`src/rtl/sum_wl_decoder.sv`:
```
module sum_wl_decoder #(
  parameter int AW     = 4,
  parameter bit REG_IN = 1'b1,
  localparam int NL    = 1 << AW
) (
  input  logic          clk,
  input  logic          rst_n,
  input  logic          en,
  input  logic [AW-1:0] a,
  input  logic [AW-1:0] b,
  output logic [NL-1:0] wl
);

  logic          en_s;
  logic [AW-1:0] a_s, b_s;

  if (REG_IN) begin : g_reg
    always_ff @(posedge clk or negedge rst_n) begin
      if (!rst_n) begin
        en_s <= 1'b0;
        a_s  <= '0;
        b_s  <= '0;
      end else begin
        en_s <= en;
        a_s  <= a;
        b_s  <= b;
      end
    end
  end else begin : g_comb
    assign en_s = en;
    assign a_s  = a;
    assign b_s  = b;
  end

  logic [AW-1:0] hs, gs;
  assign hs = a_s ^ b_s;
  assign gs = a_s & b_s;

  for (genvar k = 0; k < NL; k++) begin : g_line
    localparam logic [AW-1:0] KV = AW'(k);
    logic [AW-1:0] need, gen, ok;
    assign need = hs ^ KV;
    assign gen  = gs | (hs & need);
    assign ok   = ~(need ^ {gen[AW-2:0], 1'b0});
    assign wl[k] = en_s & (&ok);
  end

endmodule


```
`config.mk`:
```
export PLATFORM = sky130hd
export DESIGN_NAME = sum_wl_decoder
export DESIGN_NICKNAME = d
export VERILOG_FILES = /design/src/rtl/sum_wl_decoder.sv
export SDC_FILE = /design/constraint.sdc
export NUM_CORES = 1
export LEC_CHECK = 0
export BUFFER_PORTS_ARGS = -buffer_cell sky130_fd_sc_hd__buf_2
export CORE_AREA = 3 3 40 42
export DETAILED_ROUTE_END_ITERATION = 16
export DIE_AREA = 0 0 43 45
export PLACE_DENSITY = 0.79
export SYNTH_ARGS = -nofsm -noshare
export SYNTH_HDL_FRONTEND = slang
export SYNTH_SLANG_ARGS = --single-unit
```
`constraint.sdc`:
```
create_clock -name clk -period 2.1 [get_ports clk]
set_input_delay 0.315 -clock clk [delete_from_list [all_inputs] [get_ports clk]]
set_output_delay 0.315 -clock clk [all_outputs]
set_load 0.1 [all_outputs]
```
==> results of run 1 <==
logic make-up after synthesis:
| kind of cell | Yosys count | synth area share (%) |
|---|---|---|
| buffers and inverters | 8 | 6.11 |
| adder cells (fa/ha/maj) | 6 | 12.2 |
| flip-flops | 9 | 36.7 |
| AND/OR/NAND/NOR | 18 | 17.9 |
| XOR/XNOR | 12 | 27.1 |
per-stage QoR:
stage	worst slack [ns]	std cells	area, um2	TNS (ns)	hold WS (ns)
after floorplan	-0.310	53	1010	-4.44	0.0194
after global placement	0.137	92	1370	0	0.164
==> results.sh, run 1 <==
export IMPL_ys_flop_type="dfrtp_1"
export IMPL_die_w_um=43
export IMPL_yosysTopAreaCell="dfrtp_1"
export IMPL_error_line="[ERROR DPL-0038] Utilization greater than 100%, impossible to legalize"
export IMPL_yosysMostFrequentCell="nor4_1"
export IMPL_netlist_area_leader_share_pct=36.7
export IMPL_die_h_um=45
export IMPL_ys_seq_elements=9
export IMPL_syn_inst=53
export IMPL_initial_core_util_pct=47.8
export IMPL_synth_async_sr_flop_share_pct=100
export IMPL_synth_edf_count=0
export IMPL_io_pins=27
export IMPL_portBuffers=26
export IMPL_synth_area_um2=614
export IMPL_yosys_top_cells_count="16 x nor4_1, 9 x dfrtp_1, 6 x ha_1, 6 x inv_1"
export IMPL_ys_warn_count=0
export IMPL_ys_types=13
export IMPL_outcome="stopped before the end"
export IMPL_lastStage="detailed placement"
export IMPL_synthesis_nets=70
export IMPL_routabilityCongestion=0.790
export IMPL_synth_seq_area_share_pct=36.7
export IMPL_synth_area_leaders="dfrtp_1 37%, nor4_1 16%, ha_1 12%, xor3_2 8.1%, xnor2_1 5.7%"
export IMPL_post_synth_cell_area_avg_um2=11.6
export IMPL_rows=13
==> run 2, diff against run 1 <==
--- a/config.mk
+++ b/config.mk
@@ -6,10 +6,10 @@
 export NUM_CORES = 1
 export LEC_CHECK = 0
 export BUFFER_PORTS_ARGS = -buffer_cell sky130_fd_sc_hd__buf_2
-export CORE_AREA = 3 3 40 42
+export CORE_AREA = 3 3 64 66
 export DETAILED_ROUTE_END_ITERATION = 16
-export DIE_AREA = 0 0 43 45
-export PLACE_DENSITY = 0.79
+export DIE_AREA = 0 0 67 69
+export PLACE_DENSITY_LB_ADDON = 0.15
 export SYNTH_ARGS = -nofsm -noshare
 export SYNTH_HDL_FRONTEND = slang
 export SYNTH_SLANG_ARGS = --single-unit
==> results.sh, run 2 <==
export IMPL_dp_cells=126
export IMPL_ys_warn_count=0
export IMPL_min_path_type="in -> reg"
export IMPL_final_cell_area_mm2=0.00157
export IMPL_max_cap_violations=0
export IMPL_dr_first_iter_drc_count=6
export IMPL_portBuffers=26
export IMPL_arrival_ns=1.76
export IMPL_crit_path_end_kind="output pin"
export IMPL_outcome="finished clean"
export IMPL_drc=0
export IMPL_internal_power_mw=0.497
export IMPL_hold_violations=0
export IMPL_via_per_inst=3.99
export IMPL_ys_flop_type="dfrtp_1"
export IMPL_die_h_um=69
export IMPL_final_nets=104
export IMPL_startpoint_type="flop"
export IMPL_vias=535
export IMPL_routedWlPerCell_um=11.4
export IMPL_grt_usage_pct=7.49
export IMPL_required_ns=1.78
export IMPL_hpwl_um=1460
export IMPL_fin_crit_ns=2.08
export IMPL_dieArea_mm2=0.00462
export IMPL_drtPass1Iterations=2
export IMPL_io_pins=27
export IMPL_drv_slew=0
export IMPL_p_switching_mw=0.349
export IMPL_switching_share_pct=41.3
export IMPL_ys_seq_elements=9
export IMPL_syn_inst=53
export IMPL_cts_tree="built"
export IMPL_post_synth_cell_area_avg_um2=11.6
export IMPL_synth_seq_area_share_pct=36.7
export IMPL_top_regs="a_s: 4 flops, b_s: 4 flops, en_s: 1 flops"
export IMPL_netlist_area_leader_share_pct=36.7
export IMPL_routabilityCongestion=0.700
export IMPL_setup_violations=0
export IMPL_pwr_share_seq_pct=22.8
export IMPL_fmax_mhz=482
export IMPL_yosysTopAreaCell="dfrtp_1"
export IMPL_power_density_mw_per_mm2=538
export IMPL_cts_buffers=3
export IMPL_clockPowerShare_pct=21.8
export IMPL_num_antenna_cells=0
export IMPL_leakage_nw=0.573
export IMPL_crit_type="reg -> out"
export IMPL_die_w_um=67
export IMPL_grt_first_pass_wirelength_um=2660
export IMPL_h_tree_depth=1
export IMPL_worst_pin_slew_ns=0.340
export IMPL_wl_um=1530
export IMPL_clk_path_buf_depth=2
export IMPL_syn2layout_area_growth_pct=156
export IMPL_path_max_fanout=4
export IMPL_ys_types=13
export IMPL_grt_pass1_vias=555
export IMPL_cts_clk_slew_worst_paths_ns=0.04
export IMPL_cts_sink_count=9
export IMPL_yosys_top_cells_count="16 x nor4_1, 9 x dfrtp_1, 6 x ha_1, 6 x inv_1"
export IMPL_synth_edf_count=0
export IMPL_ir_worst_vdd_mv=0.388
export IMPL_place_area_mm2=0.00142
export IMPL_antenna_left=0
export IMPL_period_share_pct=98.8
export IMPL_yosysMostFrequentCell="nor4_1"
export IMPL_final_cell_mix="16 x nor4_4, 16 x buf_12, 10 x buf_2"
export IMPL_grt_overflow=0
export IMPL_cts_root_buf="clkbuf_8"
export IMPL_grt_antenna_before_repair=0
export IMPL_initial_core_util_pct=16.9
export IMPL_rows=22
export IMPL_final_cells=134
export IMPL_power_frac_comb_pct=55.4
export IMPL_slew_headroom_pct=77.4
export IMPL_synthesis_nets=70
export IMPL_synth_area_um2=614
export IMPL_synth_async_sr_flop_share_pct=100
export IMPL_core_area_mm2=0.00363
export IMPL_rsz0062_at_grt="true"
export IMPL_synth_area_leaders="dfrtp_1 37%, nor4_1 16%, ha_1 12%, xor3_2 8.1%, xnor2_1 5.7%"
export IMPL_grt_max_degree=10
export IMPL_drive_above_1_share_pct=88.4
[run 2: final cells by class]
class	instances	area [um2]
fill	336	2060
multi-input combinational	36	803
timing repair buffer	31	414
sequential	9	226
tap	48	60.1
clock buffer	4	45.0
inverter	6	22.5
[run 2: path summary, 6_finish.rpt]
check | cells past startpoint | end | slack (ns) | startpoint
min | 1 | b_s[0]$_DFF_PN0_ | 0.20 | b[0]
max in group asynchronous | 2 | a_s[3]$_DFF_PN0_ | 1.44 | rst_n
max | 3 | wl[10] | 0.02 | b_s[3]$_DFF_PN0_
min in group asynchronous | 2 | en_s$_DFF_PN0_ | 0.47 | rst_n
[run 2: through the flow]
| stage | util [%] | worst slack [ns] | total power [mW] | hold slack (ns) | TNS [ns] |
|---|---|---|---|---|---|
| after floorplan | - | -0.310 | 0.539 | 0.0194 | -4.44 |
| after global placement | 39.0 | 0.0740 | 0.626 | 0.168 | 0 |
| after detailed placement | 39.0 | 0.0742 | 0.629 | 0.171 | 0 |
| after CTS | 42.3 | -0.0139 | 0.843 | 0.196 | -0.0160 |
| after global routing | 43.3 | -0.0618 | 0.893 | 0.191 | -0.330 |
| final | 43.3 | 0.0247 | 0.846 | 0.201 | 0 |
[run 2: kinds of logic after synthesis]
family	Yosys count	share of synthesized area, %
adders and majority gates	6	12.2
DFF	9	36.7
buffers and inverters	8	6.11
and+or+nand+nor	18	17.9
xor gates and xnor gates	12	27.1
[run 2: what timing repair did]
| item | CTS | global route |
|---|---|---|
| buffers inserted | 3 | 1 |
| gates cloned | 0 | 0 |
| setup endpoints to repair | 13 | 15 |
| pin swaps | 9 | 5 |
| resized for setup | 7 | 4 |
| hold buffers | 1 | 0 |
| endpoints found under the hold margin | 9 | 0 |
[run 2: critical path, stage by stage, from the launching register on]
cell,delay (ns)
dfrtp_1,0.39
xor3_2,0.57
nor4_4,0.36
buf_12,0.21
[run 2: layer usage]
metal	vias to the layer above	wire (um)	global-route usage, %
li1	258	-	-
met1	258	580	8.29
met2	19	861	13.9
met3	0	84	2.12
met4	0	0	1.35
met5	-	0	0
[run 2: power groups by stage]
stage	Combinational, mW	Clock, mW	Sequential, mW
after global routing	0.492	0.207	0.194
after CTS	0.460	0.190	0.193
after global placement	0.432	0	0.194
final	0.469	0.185	0.193
after floorplan	0.348	0	0.192
after detailed placement	0.434	0	0.195
Note: power is estimated with default switching activity, not from simulation.
